### config.mk
export PLATFORM = sky130hd
export DESIGN_NAME = regcrc_selftest
export DESIGN_NICKNAME = d
export VERILOG_FILES = /design/src/rtl/regcrc_pkg.sv /design/src/rtl/regcrc_crc_serial.sv /design/src/rtl/regcrc_word_shifter.sv /design/src/rtl/regcrc_fixup.sv /design/src/rtl/regcrc_selftest.sv
export SDC_FILE = /design/constraint.sdc
export NUM_CORES = 1
export LEC_CHECK = 0
export CORE_MARGIN = 4
export CORE_UTILIZATION = 50
export DETAILED_ROUTE_END_ITERATION = 10
export DONT_BUFFER_PORTS = 1
export PLACE_DENSITY_LB_ADDON = 0.1
export SYNTH_ARGS = -nofsm -noshare
export SYNTH_HDL_FRONTEND = slang
export SYNTH_HIERARCHICAL = 1
export SYNTH_SLANG_ARGS = --single-unit
export TNS_END_PERCENT = 5
### constraint.sdc
create_clock -name clk -period 3.65 [get_ports clk]
set_input_delay 0.73 -clock clk [delete_from_list [all_inputs] [get_ports clk]]
set_output_delay 0.73 -clock clk [all_outputs]
set_load 0.01 [all_outputs]
### src/rtl/regcrc_pkg.sv
package regcrc_pkg;

    typedef enum logic [2:0] {
        ST_IDLE,
        ST_ISSUE,
        ST_CAPTURE,
        ST_SHIFT,
        ST_FINISH
    } seq_state_t;

    localparam int unsigned NUM_WORDS  = 22;
    localparam logic [15:0] CRC_POLY   = 16'h755B;
    localparam logic [7:0]  RSVD_ADDR  = 8'h0D;
    localparam logic [15:0] RSVD_VALUE = 16'h0100;
    localparam logic [7:0]  WSC_ADDR   = 8'h0F;
    localparam logic [15:0] WSC_MASK   = 16'h0003;

    // Ordered walk; the last slot holds the stored expected CRC.
    function automatic logic [7:0] walk_addr(input logic [4:0] idx);
        logic [7:0] a;
        unique case (idx)
            5'd0:    a = 8'h01;
            5'd1:    a = 8'h02;
            5'd2:    a = 8'h03;
            5'd3:    a = 8'h04;
            5'd4:    a = 8'h05;
            5'd5:    a = 8'h06;
            5'd6:    a = 8'h08;
            5'd7:    a = 8'h09;
            5'd8:    a = 8'h0B;
            5'd9:    a = 8'h0D;
            5'd10:   a = 8'h0E;
            5'd11:   a = 8'h0F;
            5'd12:   a = 8'h10;
            5'd13:   a = 8'h11;
            5'd14:   a = 8'h12;
            5'd15:   a = 8'h13;
            5'd16:   a = 8'h14;
            5'd17:   a = 8'h1B;
            5'd18:   a = 8'h1D;
            5'd19:   a = 8'h1E;
            5'd20:   a = 8'h1F;
            default: a = 8'h3F;
        endcase
        return a;
    endfunction

endpackage

### src/rtl/regcrc_crc_serial.sv
module regcrc_crc_serial #(
    parameter int          WIDTH = 16,
    parameter logic [15:0] POLY  = 16'h755B
) (
    input  logic             clk,
    input  logic             rst_n,
    input  logic             clear_i,
    input  logic             shift_i,
    input  logic             bit_i,
    output logic [WIDTH-1:0] crc_o
);
    localparam logic [WIDTH-1:0] POLY_W = WIDTH'(POLY);

    logic [WIDTH-1:0] crc_q;
    logic             feedback;
    logic [WIDTH-1:0] crc_nx;

    always_comb begin
        feedback = crc_q[WIDTH-1] ^ bit_i;
        crc_nx   = {crc_q[WIDTH-2:0], 1'b0} ^ (feedback ? POLY_W : '0);
    end

    always_ff @(posedge clk or negedge rst_n) begin
        if (!rst_n) begin
            crc_q <= '0;
        end else if (clear_i) begin
            crc_q <= '0;
        end else if (shift_i) begin
            crc_q <= crc_nx;
        end
    end

    assign crc_o = crc_q;
endmodule

### src/rtl/regcrc_word_shifter.sv
module regcrc_word_shifter #(
    parameter int WIDTH = 16
) (
    input  logic             clk,
    input  logic             rst_n,
    input  logic             load_i,
    input  logic [WIDTH-1:0] data_i,
    input  logic             shift_i,
    output logic             msb_o
);
    logic [WIDTH-1:0] word_q;

    always_ff @(posedge clk or negedge rst_n) begin
        if (!rst_n) begin
            word_q <= '0;
        end else if (load_i) begin
            word_q <= data_i;
        end else if (shift_i) begin
            word_q <= {word_q[WIDTH-2:0], 1'b0};
        end
    end

    assign msb_o = word_q[WIDTH-1];
endmodule

### src/rtl/regcrc_fixup.sv
module regcrc_fixup #(
    parameter int DATA_W = 16,
    parameter int ADDR_W = 6
) (
    input  logic [ADDR_W-1:0] addr_i,
    input  logic [DATA_W-1:0] data_i,
    output logic [DATA_W-1:0] data_o
);
    import regcrc_pkg::*;

    localparam logic [ADDR_W-1:0] A_RSVD = ADDR_W'(RSVD_ADDR);
    localparam logic [ADDR_W-1:0] A_WSC  = ADDR_W'(WSC_ADDR);
    localparam logic [DATA_W-1:0] V_RSVD = DATA_W'(RSVD_VALUE);
    localparam logic [DATA_W-1:0] M_WSC  = DATA_W'(WSC_MASK);

    always_comb begin
        if (addr_i == A_RSVD) begin
            data_o = V_RSVD;
        end else if (addr_i == A_WSC) begin
            data_o = data_i & ~M_WSC;
        end else begin
            data_o = data_i;
        end
    end
endmodule

### src/rtl/regcrc_selftest.sv
module regcrc_selftest #(
    parameter int DATA_W = 16,
    parameter int ADDR_W = 6
) (
    input  logic              clk,
    input  logic              rst_n,
    input  logic              start_i,
    input  logic              status_rd_i,
    output logic              rf_rd_o,
    output logic [ADDR_W-1:0] rf_addr_o,
    input  logic [DATA_W-1:0] rf_data_i,
    output logic              busy_o,
    output logic              lock_o,
    output logic [DATA_W-1:0] result_o,
    output logic              done_o,
    output logic              fail_o,
    output logic              mode_o
);
    import regcrc_pkg::*;

    localparam int IDX_W = $clog2(NUM_WORDS);
    localparam int BIT_W = $clog2(DATA_W);
    localparam logic [IDX_W-1:0] IDX_LAST = IDX_W'(NUM_WORDS - 1);
    localparam logic [BIT_W-1:0] BIT_LAST = BIT_W'(DATA_W - 1);

    seq_state_t        state_q, state_nx;
    logic [IDX_W-1:0]  idx_q;
    logic [BIT_W-1:0]  bit_q;
    logic              word_last, bit_last;
    logic              crc_clear, crc_shift, word_load;
    logic              msb;
    logic [DATA_W-1:0] fixed_word;
    logic [DATA_W-1:0] crc_val;

    assign word_last = (idx_q == IDX_LAST);
    assign bit_last  = (bit_q == BIT_LAST);
    assign rf_addr_o = ADDR_W'(walk_addr(5'(idx_q)));

    // State register
    always_ff @(posedge clk or negedge rst_n) begin
        if (!rst_n) begin
            state_q <= ST_IDLE;
        end else begin
            state_q <= state_nx;
        end
    end

    // Transitions
    always_comb begin
        state_nx = state_q;
        unique case (state_q)
            ST_IDLE:    if (start_i) state_nx = ST_ISSUE;
            ST_ISSUE:   state_nx = ST_CAPTURE;
            ST_CAPTURE: state_nx = ST_SHIFT;
            ST_SHIFT: begin
                if (bit_last) state_nx = word_last ? ST_FINISH : ST_ISSUE;
            end
            ST_FINISH:  state_nx = ST_IDLE;
            default:    state_nx = ST_IDLE;
        endcase
    end

    // Outputs and datapath controls
    always_comb begin
        rf_rd_o   = 1'b0;
        busy_o    = 1'b1;
        crc_clear = 1'b0;
        crc_shift = 1'b0;
        word_load = 1'b0;
        unique case (state_q)
            ST_IDLE: begin
                busy_o    = 1'b0;
                crc_clear = start_i;
            end
            ST_ISSUE:   rf_rd_o   = 1'b1;
            ST_CAPTURE: word_load = 1'b1;
            ST_SHIFT:   crc_shift = 1'b1;
            ST_FINISH:  ;
            default:    busy_o    = 1'b0;
        endcase
        lock_o = busy_o;
    end

    // Word index and bit counter
    always_ff @(posedge clk or negedge rst_n) begin
        if (!rst_n) begin
            idx_q <= '0;
            bit_q <= '0;
        end else begin
            if (state_q == ST_IDLE && start_i) begin
                idx_q <= '0;
                bit_q <= '0;
            end else if (crc_shift) begin
                if (bit_last) begin
                    bit_q <= '0;
                    if (!word_last) idx_q <= idx_q + IDX_W'(1);
                end else begin
                    bit_q <= bit_q + BIT_W'(1);
                end
            end
        end
    end

    // Result and sticky status
    always_ff @(posedge clk or negedge rst_n) begin
        if (!rst_n) begin
            result_o <= '0;
            done_o   <= 1'b0;
            fail_o   <= 1'b0;
            mode_o   <= 1'b0;
        end else if (state_q == ST_FINISH) begin
            result_o <= crc_val;
            done_o   <= 1'b1;
            fail_o   <= |crc_val;
            mode_o   <= 1'b1;
        end else if (status_rd_i) begin
            done_o   <= 1'b0;
            fail_o   <= 1'b0;
            mode_o   <= 1'b0;
        end
    end

    regcrc_fixup #(.DATA_W(DATA_W), .ADDR_W(ADDR_W)) u_fixup (
        .addr_i (rf_addr_o),
        .data_i (rf_data_i),
        .data_o (fixed_word)
    );

    regcrc_word_shifter #(.WIDTH(DATA_W)) u_shifter (
        .clk     (clk),
        .rst_n   (rst_n),
        .load_i  (word_load),
        .data_i  (fixed_word),
        .shift_i (crc_shift),
        .msb_o   (msb)
    );

    regcrc_crc_serial #(.WIDTH(DATA_W), .POLY(CRC_POLY)) u_crc (
        .clk     (clk),
        .rst_n   (rst_n),
        .clear_i (crc_clear),
        .shift_i (crc_shift),
        .bit_i   (msb),
        .crc_o   (crc_val)
    );
endmodule

======== After elaboration in Yosys (flattened, before gate mapping) ========
Memory sizes are Yosys's and may differ from the RTL's.
Cells that the tools add are included.
operators by class
  $add $sub $neg .......................... 2
  equal/unequal tests ..................... 11
  $lt $le $gt $ge ......................... 0
  reductions and logical operators ........ 11
  divide/modulo/power cells ............... 0
  multiply operators ...................... 0
  shift-type cells ........................ 0
  bitwise gates (word level) .............. 2
  multiplexer cells ....................... 26
operators with widths
  kind                                                                      count
  16-bit 2-to-1 mux                                                         5
  5-bit 2-to-1 mux                                                          4
  16-bit OR reduction                                                       1
  16-bit bitwise XOR                                                        1
  15-bit 2-to-1 mux                                                         1
  6-bit by 4-bit equality test with 1-bit output (second input constant)    2
  4-bit 2-to-1 mux                                                          3
  3-bit case mux with 4 select lines                                        1
  2-bit nonzero test                                                        5
  3-bit 2-to-1 mux                                                          3
  1-bit 2-to-1 mux                                                          8
  3-bit by 2-bit equality test with 1-bit output (second input constant)    2
  5-bit by 1-bit adder with 5-bit output (second input constant)            1
  5-bit equality test (second input constant)                               1
  4-bit by 1-bit adder with 4-bit output (second input constant)            1
  4-bit equality test (second input constant)                               1
  2-bit inequality test (second input constant)                             2
  4-bit OR reduction                                                        1
  3-bit by 1-bit equality test with 1-bit output (second input constant)    1
  3-bit equality test (second input constant)                               1
  3-bit logical NOT                                                         1
  3-bit AND reduction                                                       1
  2-bit 2-to-1 mux                                                          1
  2-bit by 1-bit inequality test with 1-bit output (second input constant)  1
  other kinds (3)                                                           3
storage, ports and cells
  latch bits .............................. 0
  bits in read-only memories .............. 192
  register bits after elaboration ......... 62
  memory bits (writable) .................. 0
  word-level logic and storage cells ...... 61
  input port bits ......................... 20
  output and inout bits ................... 28
  memories kept ........................... 1
memory list
  memory            words  bits a word  rd ports  clocked after memory_dff  wr ports  line              RTL
  (name not given)  32     6            1         0                         0         regcrc_pkg.sv:21  unique case (idx)

======== Longest topological paths before layout ========
  depth in word-level cells ............... 5
  gate-level depth with buffers ........... 10
  gate-level depth less buffers ........... 9

======== Cells and area by module ========
The synthesis kept the hierarchy.
by module, submodules not included
  module               cells an instance  times used  sequential area each (µm²)  area an instance (µm²)
  regcrc_selftest      151                1           750.7                       1709.1
  regcrc_crc_serial    85                 1           400.4                       829.5
  regcrc_word_shifter  69                 1           400.4                       742.0
  regcrc_fixup         20                 1           0.0                         220.2

======== Worst setup path after synthesis ========
OpenSTA, ideal clock, no wires.
  kind .................................... reg2out
  from .................................... reg idx_q[0]
  to ...................................... out rf_addr_o[1]
  data arrival time ....................... 1682 ps
  required time ........................... 2920 ps
  buffers on the path ..................... 0
  slack ................................... 1238 ps
  cell stages (with the launch flop) ...... 6
  cells stage by stage .................... dfrtp_1 inv_1 ha_1 inv_1 mux4_2 a21oi_1
on the way
  longest elaborated chain between the ends .. 1
ends and longest elaborated chain
  element                 line                   RTL
  from (decl)             regcrc_selftest.sv:27  logic [IDX_W-1:0] idx_q;
  from (signal assigned)  regcrc_selftest.sv:96  if (!word_last) idx_q <= idx_q + IDX_W'(1);
  memory 32 x 6 bit       --
  to (decl)               regcrc_selftest.sv:10  output logic [ADDR_W-1:0] rf_addr_o,
Every way passes these cells.

======== Worst setup path after layout ========
Ends and elaborated chain as after synthesis.

==> results.md <==
Cells and area:
- The repair_antennas step left the layout with diodes totalling 0.
- The number of nets in the final layout is 340.
- The post-route core utilization is 53.81%.
- After the flow finishes, the layout carries non-filler instances totaling 413.
- The layout-stage area growth over the synthesis result is 4.432%.
- The number of inserted filler cells in the final layout is 620.
- The ratio of cells with drive above 1 in the final layout is 19.24%.

Outcome:
- The run finished with clean final reports.

Synthesis:
- Sequential cells were found to cover 44.32% of the synthesized design area.
- The count of state elements after synthesis is 62.
- Counting every net in the synthesized netlist gives 352.
- The top flip-flop cell by instance count after synthesis is dfrtp_1.
- The count of distinct cell types in the synthesized netlist is 55.
- A synthesized cell averages 10.77 um2.
- The synthesized netlist cell count is around 330.
- During synthesis, Yosys emitted a total of 6 warnings.
- After synthesis, the share of flip-flops with an asynchronous set or reset is 100.0%.
- Counting flops with a built-in enable in the synthesized netlist gives 0.
- The post-synthesis cell area is 0.003501 mm2.

Placed design:
- Counting tap cells, the placed design contains a total of around 400 instances.
- Routability-driven placement finished with a final weighted congestion of 0.8332.
- The pre-CTS setup slack is 1.091 ns.
- Buffers placed on the I/O ports in this run total 0.
- Once detailed placement completed, the half-perimeter wirelength came to approximately 4.2 mm.

Route:
- For this block, the initial DRC count from the detailed router was about 160.
- The number of vias per cell after detailed routing is about 5.6.
- The number of iterations in the first detailed-routing pass is 4.
- The final layout contains routed wiring with a total length of 6.385 mm.
- The remaining antenna violation count is 0.
- The post-detailed-route wirelength per cell is between 15 and 20 um.
- The via total after detailed routing is 2331.
- For this run, design rule violations remaining after detail routing come to 0.

Timing:
- The transition at the pin with the smallest max-transition slack is 0.7746 ns.
- The maximum frequency from static timing analysis is 343.3 MHz.
- The final number of hold-violating endpoints is 0.
- Final hold analysis gives a worst-case slack of 0.08920 ns.
- For the final database, setup skew stands at 0.007608 ns.
- Setup repair after global routing left no endpoint under its margin.
- The setup-violating endpoint count in the final report is 0.
- The final critical path takes up 79.80% of the cycle.
- Setup total negative slack on the finished layout was measured at 0 ns.
- Measured against its own limit, the worst slew margin works out to 48.28%.
- Counting I/O delays and the setup requirement, the final critical path takes just under 3 ns.
- The number of max-slew violations in the final report is 0.
- The post-route worst setup slack is 0.7374 ns.

Global routing:
- After global routing the overflow that remains totals 0.
- The wire length of the first global-routing pass is 10.70 mm.
- The via count of the first global-routing pass is 2243.
- The global-route usage over all layers is 15.76%.
- The number of antenna violations at the first check in global routing was 0.
- Entering global routing, the biggest net connects 63 pins.

Setup path:
- The critical path data required time is 2.92 ns.
- The worst setup path is captured at an output port.
- The launching element type of the critical path is a register.
- In this run the worst path has a maximum fanout of 8.
- The category of the most critical setup path is reg2out.
- The data arrival time of the critical path is 2.18 ns.

Clock network:
- At the later pin of the worst-skew pair, clock insertion delay measures 0.33 ns.
- In this run, post-CTS repair resized a total of 0 instances.
- For this design, the CTS-stage hold fixing added 0 buffers.
- The number of setup buffers added after CTS is 0.
- The number of clock sinks seen by CTS is 62.
- TritonCTS built the clock tree.
- The clock passes through at most 2 buffers.
- The total clock buffers created by CTS is 9.
- The H-tree was split into 3 levels.
- The clock transition time at the flip-flop clock pins of the worst setup and hold paths is 0.07 ns.
- The master cell of the clock root buffer is clkbuf_8.

Worst hold path:
- The path class of the tightest hold or removal check is in2async.

Floorplanning:
- In this run the core area contains 30 standard-cell rows.
- After floorplanning, the core was sized to cover 0.006794 mm2.
- The initial utilization of the core area, before any placement, comes to a little over 50%.
- For this design the top-level I/O count stands at 48.
- Measured along the x axis, the die boundary spans 91.68 um.
- The floorplan step defined a die boundary enclosing approximately 0.0084 mm2.
- In this run the vertical extent of the chip is 91.68 um.

Power:
- For this design the ratio of total power to cell area is 777.4 mW/mm2.
- Across the VDD grid, the largest voltage drop is between 600 and 700 uV.
- The reported leakage power is approximately 0.0018 uW.

Run:
- The number of violations of the max-capacitance limit is 0.
## cells in the mapped netlist (4+ instances only)
cell	number	share of area (%)
nand4b_1	11	2.8
a21oi_1	6	0.86
mux2_2	8	2.6
a21boi_0	4	0.86
buf_4	4	0.86
mux2i_1	25	7.1
a21boi_2	10	3.2
nor4_1	5	0.89
ha_1	7	2.5
nand2_1	27	2.9
dfrtp_1	62	44
o311ai_1	8	2.0
mux2_4	9	3.9
nor2_1	22	2.4
o21ai_1	9	1.3
nand3_1	15	2.1
nand2b_1	4	0.71
buf_6	5	1.6
o21ai_0	8	1.1
buf_2	11	1.6
inv_1	18	1.9
## layer usage
| layer | vias to the layer above | wire length, um | global-route usage (%) |
|---|---|---|---|
| met1 | 1123 | 3105 | 20.88 |
| met4 | 0 | 147 | 8.417 |
| met2 | 59 | 2854 | 24.10 |
| li1 | 1135 | - | - |
| met3 | 14 | 278 | 3.363 |
| met5 | - | 0 | 0 |
## worst max-delay path, cell delays in order (launching register included)
cell and delay [ns]:
dfrtp_1 0.46, inv_1 0.15, ha_1 0.32, inv_1 0.06, mux4_2 0.44, a21oi_1 0.41
## cell type report
class | count | area (um2) | area share [%]
well taps | 96 | 120.1 | 3.285
multi-input cells | 219 | 1690 | 46.24
flip-flops and latches | 62 | 1551 | 42.44
repair buffers | 2 | 15.01 | 0.4107
clock inverters | 3 | 42.54 | 1.164
clock buffers | 12 | 165.2 | 4.517
inverters | 19 | 71.32 | 1.951
## cell usage in the layout (no fill, tap or decap), drive strengths merged, types with 2 or more instances in the layout
master	instances
nand4b	11
a21boi	15
mux2	17
a21o	2
nand4	3
clkbuf	12
nor2	23
mux2i	25
and3	3
o21ai	18
nand3	15
o311ai	9
nor2b	3
a211oi	2
inv	19
nor3	3
nand2b	4
nor4	5
buf	2
o31ai	2
a21oi	7
xnor2	3
nand2	27
ha	7
dfrtp	62
## stage by stage
step           area [um2]  power (uW)
2_1_floorplan        3501        2079
3_3_place_gp         3448        2199
3_5_place_dp         3448        2237
4_1_cts              3656        2867
5_1_grt              3656        3059
6_report             3656        2842
## flip-flops by register name, indices dropped and copies added (netlist names)
name / cells
result_o: 16
u_crc/crc_o: 16
u_shifter/word_q: 16
idx_q: 5
bit_q: 4
state_q: 3
fail_o: 1
mode_o: 1
## logic make-up after synthesis
family / count (synthesis) / synth area share (%)
DFF: 62 / 44.32
muxes: 43 / 14.22
adders and majority gates: 7 / 2.502
and+or+nand+nor: 104 / 16.55
xor gates and xnor gates: 4 / 1.430
buffers and inverters: 44 / 7.541
AOI/OAI and AO/OA: 61 / 13.44
## power by group
group | leakage, uW | internal, uW | switching (uW)
logic | 0.000868 | 462 | 612
clock network | 0.000104 | 366 | 255
registers | 0.000804 | 890 | 257
total | 0.00178 | 1720 | 1120
## path summary, 6_finish.rpt
check                      slack, ns             endpoint  cells after the start  startpoint
setup / recovery                0.74         rf_addr_o[1]                      5    idx_q[0]
hold / removal                  0.09          result_o[8]                      0       rst_n
setup reg to reg                1.17  u_shifter/word_q[8]                      9    idx_q[0]
hold reg to reg                 0.54             bit_q[3]                      1    bit_q[3]
max in group asynchronous       3.46  u_shifter/word_q[4]                      0       rst_n
min in group clk                0.54             bit_q[3]                      1    bit_q[3]
(Power assumes the default switching activity.)
